--- config.mk ---
export PLATFORM = sky130hd
export DESIGN_NAME = page_xmem_unit
export DESIGN_NICKNAME = d
export VERILOG_FILES = /design/src/rtl/pxm_pkg.sv /design/src/rtl/pxm_page_regs.sv /design/src/rtl/pxm_page_sel.sv /design/src/rtl/pxm_strobe_gen.sv /design/src/rtl/page_xmem_unit.sv
export SDC_FILE = /design/constraint.sdc
export NUM_CORES = 1
export LEC_CHECK = 0
export ABC_AREA = 1
export BUFFER_PORTS_ARGS = -buffer_cell sky130_fd_sc_hd__buf_2
export CAP_MARGIN = 5
export CORE_ASPECT_RATIO = 1.5
export CORE_MARGIN = 8
export CORE_UTILIZATION = 51
export CTS_CLUSTER_SIZE = 40
export DETAILED_ROUTE_END_ITERATION = 10
export GPL_TIMING_DRIVEN = 0
export PLACE_DENSITY = 0.8
export SYNTH_ARGS = -nofsm -noshare
export SYNTH_HDL_FRONTEND = slang
export SYNTH_SLANG_ARGS = --single-unit
export TNS_END_PERCENT = 10
--- constraint.sdc ---
create_clock -name clk_i -period 2.2 [get_ports clk_i]
set_clock_uncertainty 0.2 [all_clocks]
set_input_delay 0.44 -clock clk_i [delete_from_list [all_inputs] [get_ports clk_i]]
set_output_delay 0.44 -clock clk_i [all_outputs]
set_load 0.05 [all_outputs]
--- src/rtl/pxm_pkg.sv ---
package pxm_pkg;
  localparam int unsigned PAGE_W  = 8;
  localparam int unsigned N_PAGES = 4;
  localparam int unsigned IO_AW   = 16;
  localparam int unsigned CPU_AW  = 17;
  localparam int unsigned MODE_W  = 3;
  localparam logic [MODE_W-1:0] MODE_EXT = 3'b111;
  localparam logic [IO_AW-1:0]  WR_BASE  = 16'hFBF2;
  localparam logic [IO_AW-1:0]  RD_BASE  = 16'hFF9E;
endpackage

--- src/rtl/pxm_page_regs.sv ---
module pxm_page_regs #(
  parameter int unsigned N   = 4,
  parameter int unsigned W   = 8,
  parameter int unsigned AW  = 16,
  parameter logic [AW-1:0] WR_BASE = '0,
  parameter logic [AW-1:0] RD_BASE = '0
) (
  input  logic           clk_i,
  input  logic           rst_ni,
  input  logic [AW-1:0]  io_addr_i,
  input  logic           io_wr_i,
  input  logic [W-1:0]   io_wdata_i,
  input  logic           io_rd_i,
  output logic [W-1:0]   io_rdata_o,
  output logic [N*W-1:0] pages_o
);
  logic [N-1:0] wr_hit, rd_hit;
  logic [W-1:0] page_q [N];

  for (genvar i = 0; i < N; i++) begin : g_reg
    localparam logic [AW-1:0] WA = WR_BASE + AW'(2 * i);
    localparam logic [AW-1:0] RA = RD_BASE + AW'(2 * i);
    assign wr_hit[i] = io_wr_i && (io_addr_i == WA);
    assign rd_hit[i] = io_rd_i && (io_addr_i == RA);

    always_ff @(posedge clk_i or negedge rst_ni) begin
      if (!rst_ni)        page_q[i] <= '0;
      else if (wr_hit[i]) page_q[i] <= io_wdata_i;
    end

    assign pages_o[i*W +: W] = page_q[i];
  end

  always_comb begin
    io_rdata_o = '0;
    for (int i = 0; i < N; i++)
      if (rd_hit[i]) io_rdata_o = page_q[i];
  end
endmodule

--- src/rtl/pxm_page_sel.sv ---
module pxm_page_sel #(
  parameter int unsigned N     = 4,
  parameter int unsigned W     = 8,
  parameter int unsigned SEL_W = $clog2(N)
) (
  input  logic [N*W-1:0]   pages_i,
  input  logic [SEL_W-1:0] sel_i,
  input  logic             gate_i,
  output logic [W-1:0]     page_o
);
  logic [W-1:0] picked;
  assign picked = pages_i[sel_i*W +: W];
  assign page_o = picked & {W{gate_i}};
endmodule

--- src/rtl/pxm_strobe_gen.sv ---
module pxm_strobe_gen #(
  parameter int unsigned MODE_W = 3,
  parameter logic [MODE_W-1:0] MODE_EXT = '1
) (
  input  logic              clk_i,
  input  logic              rst_ni,
  input  logic [MODE_W-1:0] mode_i,
  input  logic              xcs_i,
  input  logic [1:0]        wr_ni,
  output logic              page_gate_o,
  output logic              we_no,
  output logic              lb_no,
  output logic              ub_no
);
  logic mode_ok, active, cs_q;

  assign mode_ok = (mode_i == MODE_EXT);
  assign active  = mode_ok && xcs_i;

  // one-cycle delayed chip-select qualifies the page lines
  always_ff @(posedge clk_i or negedge rst_ni) begin
    if (!rst_ni) cs_q <= 1'b0;
    else         cs_q <= active;
  end

  assign page_gate_o = cs_q && mode_ok;
  assign lb_no = ~(active && !wr_ni[0]);
  assign ub_no = ~(active && !wr_ni[1]);
  assign we_no = active ? (wr_ni[0] & wr_ni[1]) : 1'b1;
endmodule

--- src/rtl/page_xmem_unit.sv ---
module page_xmem_unit
  import pxm_pkg::*;
#(
  parameter int unsigned PW  = PAGE_W,
  parameter int unsigned NP  = N_PAGES,
  parameter int unsigned AW  = IO_AW,
  parameter int unsigned CAW = CPU_AW
) (
  input  logic              clk_i,
  input  logic              rst_ni,
  input  logic [MODE_W-1:0] mode_i,
  input  logic [AW-1:0]     io_addr_i,
  input  logic              io_wr_i,
  input  logic [PW-1:0]     io_wdata_i,
  input  logic              io_rd_i,
  output logic [PW-1:0]     io_rdata_o,
  input  logic [CAW-1:0]    cpu_addr_i,
  input  logic              xcs_i,
  input  logic [1:0]        wr_ni,
  output logic [PW-1:0]     xpage_o,
  output logic              we_no,
  output logic              lb_no,
  output logic              ub_no
);
  localparam int unsigned SEL_W = $clog2(NP);

  logic [NP*PW-1:0] pages;
  logic             page_gate;

  pxm_page_regs #(
    .N(NP), .W(PW), .AW(AW), .WR_BASE(WR_BASE), .RD_BASE(RD_BASE)
  ) u_regs (
    .clk_i, .rst_ni, .io_addr_i, .io_wr_i, .io_wdata_i, .io_rd_i,
    .io_rdata_o, .pages_o(pages)
  );

  pxm_strobe_gen #(.MODE_W(MODE_W), .MODE_EXT(MODE_EXT)) u_strb (
    .clk_i, .rst_ni, .mode_i, .xcs_i, .wr_ni,
    .page_gate_o(page_gate), .we_no, .lb_no, .ub_no
  );

  pxm_page_sel #(.N(NP), .W(PW), .SEL_W(SEL_W)) u_sel (
    .pages_i(pages), .sel_i(cpu_addr_i[CAW-1 -: SEL_W]),
    .gate_i(page_gate), .page_o(xpage_o)
  );
endmodule

==> summary.md <==
| Metric | Value |
|---|---|
| Outcome | finished, violations left |
| Failing checks | negative setup slack |
| Post-Synthesis Cells | 319 |
| Share of cells above drive strength 1 | 0.360 |
| Vias per inst | 6.25 |
| CP max stage delay | 170 ps |
| Post-Route Setup TNS | -896 ps |
| Clk pwr share | 0.394 |
| Max-slew headroom | 0.493 |
| Launch point of the worst path | io_addr_i[12] |
| TritonCTS clock tree | done |
| Max-Cap Viols | 0 |
| Clk buf depth | 2 |
| Pre-CTS worst setup slack | -391 ps |
| Core footprint | 4170 um2 |
| Max-slew violations | 0 |
| R2R Setup Slk | 1230 ps |
| CP Max Fanout | 6 |
| R2R depth | 2 |
| Sequential power share | 0.472 |
| DRT iter0 DRCs | 256 |
| Switching Fraction | 0.262 |
| Final min period | 2330 ps |
| Syn_nets | 370 |
| CP Depth | 12 |
| Row count | 29 |
| Hold crit path type | primary input to asynchronous set/reset pin |
| Count of buffer and inverter cells on the critical path | 5 |
| Root Buffer | clkbuf_8 |
| Worst-margin pin slew | 761 ps |
| Final Worst Setup Slack | -128 ps |
| Syn Std Cell Area | 2170 um2 |
| P&R area growth vs syn | 42.1% |
| ANT cells | 0 |
| Layout Nets | 444 |
| Yosys reg bits | 33 |
| Sink Count | 33 |
| Data arrival, critical path | 1690 ps |
| Slowest cell on crit path | nor2_4 |
| WL/cell | 18.8 um |
| Total track usage | 0.227 |
| Initial Utilization | 0.521 |
| # DRC | 0 |
| # setup viols final | 11 |
| Unique cell type count in the Yosys netlist | 23 |
| Register area share after synthesis | 0.380 |
| Pwr dens | 417 nW/um2 |
| Leakage | 1.62 nW |
| Switching power | 0.338 mW |
| RePlAce Congestion | 0.907 |
| FF-to-FF Start | u_regs.pages_o[17] |
| Worst hold slack | 20.4 ps |
| Yosys warns | 0 |
| DRT Wirelength | 8.29 mm |
| Max VDD drop | 0.561 mV |
| FMAX | 430 MHz |
| Int Power | 0.950 mW |
| Pre-antenna DRT Iters | 5 |
| Worst-path cell chain | buf_6, nand2_2, inv_2, nand2_2, nor2_4, buf_12, clkbuf_16, nand4_1, nand3_2, nand2_1, nand2_1, buf_6 |
| Syn_area_per_cell | 6.81 um2 |
| Startpoint Class | primary input |
| Total CTS buffers | 5 |
| Cell family contributing the most delay on the critical path | simple AND/OR/NAND/NOR gates |
| RSZ-0062 raised after global routing | true |
| Combinational share of power | 0.135 |
| Post-DP HPWL | 5.23 mm |
| Cts hold-fix bufs | 0 |
| Largest net degree at the start of global routing | 34 |
| Die H | 95.9 um |
| Yosys top cell by area | dfrtp_1 |
| Crit. End Element | output pin |
| Initial antenna violation count | 0 |
| Clk pin slew, worst setup/hold paths | 70 ps |
| Post-synth top area share | 0.380 |
| Crit Path Category | primary input to output pin |
| Grt ovf | 0 |
| Final Util | 0.739 |
| Die Footprint | 6650 um2 |
| Total number of vias | 2752 |
| Worst EP required | 1560 ps |
| Vias in the first global route | 2543 |
| Die X | 69.3 um |
| Antenna-violating nets left | 0 |
| Crit share post-route | 1.06 |
| Port bufs | 53 |
| Area contributors post-synth | dfrtp_1 (38%), nand2_1 (17%), nand3_1 (8.5%), o21ai_0 (6.9%), inv_1 (6.2%) |
| I/O Pins | 70 |
| Clock latency on the worst-skew pair | 280 ps |
| First-pass GRT wire length | 12.2 mm |
| CTS H-tree depth | 2 |
| Final Hold Vio Count | 0 |
==> cell usage after synthesis <==
master    instances
nand2_1          97
nand3_1          37
inv_1            36
dfrtp_1          33
o21ai_0          30
a21oi_1          24
nand4_1          18
nor2_1            8
clkbuf_1          5
inv_2             4
nor2_4            4
buf_2             3
o21ai_1           3
buf_6             2
clkinv_1          2
nand2_2           2
nand3_2           2
nor2_2            2
nor3_1            2
nor3_2            2
buf_4             1
nand2_4           1
nor3_4            1
==> final timing paths <==
kind                                      end
setup / recovery                io_rdata_o[0]
hold / removal             u_regs.pages_o[22]
max in group asynchronous  u_regs.pages_o[15]
min in group clk_i                u_strb.cs_q
setup reg to reg           u_regs.pages_o[17]
hold reg to reg            u_regs.pages_o[13]
==> flip-flops by register name, indices dropped and copies added (netlist names) <==
| name | cells |
|---|---|
| u_strb.cs_q | 1 |
| u_regs.pages_o | 32 |
==> placed cells by master (no fill, tap or decap), types with 2 or more instances in the layout <==
cell | synthesis | layout
nand2_1 | 97 | 76
inv_1 | 36 | 33
buf_6 | 2 | 19
nand2_2 | 2 | 22
o21ai_1 | 3 | 3
inv_2 | 4 | 8
a21oi_1 | 24 | 23
clkbuf_16 | 0 | 2
nand3_1 | 37 | 27
dfrtp_1 | 33 | 33
buf_4 | 1 | 8
nand3_2 | 2 | 11
o21ai_0 | 30 | 30
nor3_1 | 2 | 2
clkbuf_4 | 0 | 5
buf_2 | 3 | 31
nand2_4 | 1 | 2
nor2_4 | 4 | 7
nor2_1 | 8 | 6
buf_8 | 0 | 6
clkbuf_8 | 0 | 7
nor3_4 | 1 | 2
clkbuf_2 | 0 | 4
nand3_4 | 0 | 2
nand4_1 | 18 | 18
==> metrics by stage <==
step	cell area [um2]	instances	power [mW]
final	3090	440	1.29
after global routing	3090	440	1.33
after CTS	2770	432	1.26
after detailed placement	2500	418	0.756
after global placement	2500	418	0.754
after floorplan	2180	319	0.681
==> worst reg2reg max path: cells and delay by family (launching register included) <==
family	cells	cell delay (ps)
DFF	1	380
AOI/OAI and AO/OA	1	140
buffers and inverters	1	120
==> layer usage <==
| layer | GRT usage | wire [um] |
|---|---|---|
| met4 | 0.151 | 591 |
| met3 | 0.0609 | 998 |
| met5 | 0 | 0 |
| met1 | 0.237 | 2690 |
| met2 | 0.396 | 4010 |
==> final cells by class <==
cell class | instances | area (um2)
inverters | 42 | 163
fillers | 317 | 1090
well taps | 46 | 57.6
plain buffers | 11 | 92.6
clock inverters | 1 | 5.00
multi-input cells | 234 | 1290
flip-flops and latches | 33 | 826
clock buffers | 7 | 96.3
repair buffers | 66 | 558
==> power by group through the flow <==
stage / combinational [mW] / clock (mW) / sequential, mW
4_1_cts: 0.145 / 0.506 / 0.608
6_report: 0.174 / 0.507 / 0.608
3_5_place_dp: 0.137 / 0 / 0.619
3_3_place_gp: 0.135 / 0 / 0.619
5_1_grt: 0.187 / 0.536 / 0.607
2_1_floorplan: 0.0614 / 0 / 0.619
==> cell families after synthesis <==
group | count (synthesis) | synth area share
AND/OR/NAND/NOR | 176 | 0.387
AO/OA/AOI/OAI | 57 | 0.131
buffers and inverters | 53 | 0.102
flip-flops | 33 | 0.380
==> what timing repair did <==
item | CTS | global route
pin swaps | 5 | 29
endpoints found under the setup margin | 16 | 16
cloned | 1 | 4
gates resized for setup | 35 | 69
setup buffers | 5 | 4
(Power assumes the default switching activity.)
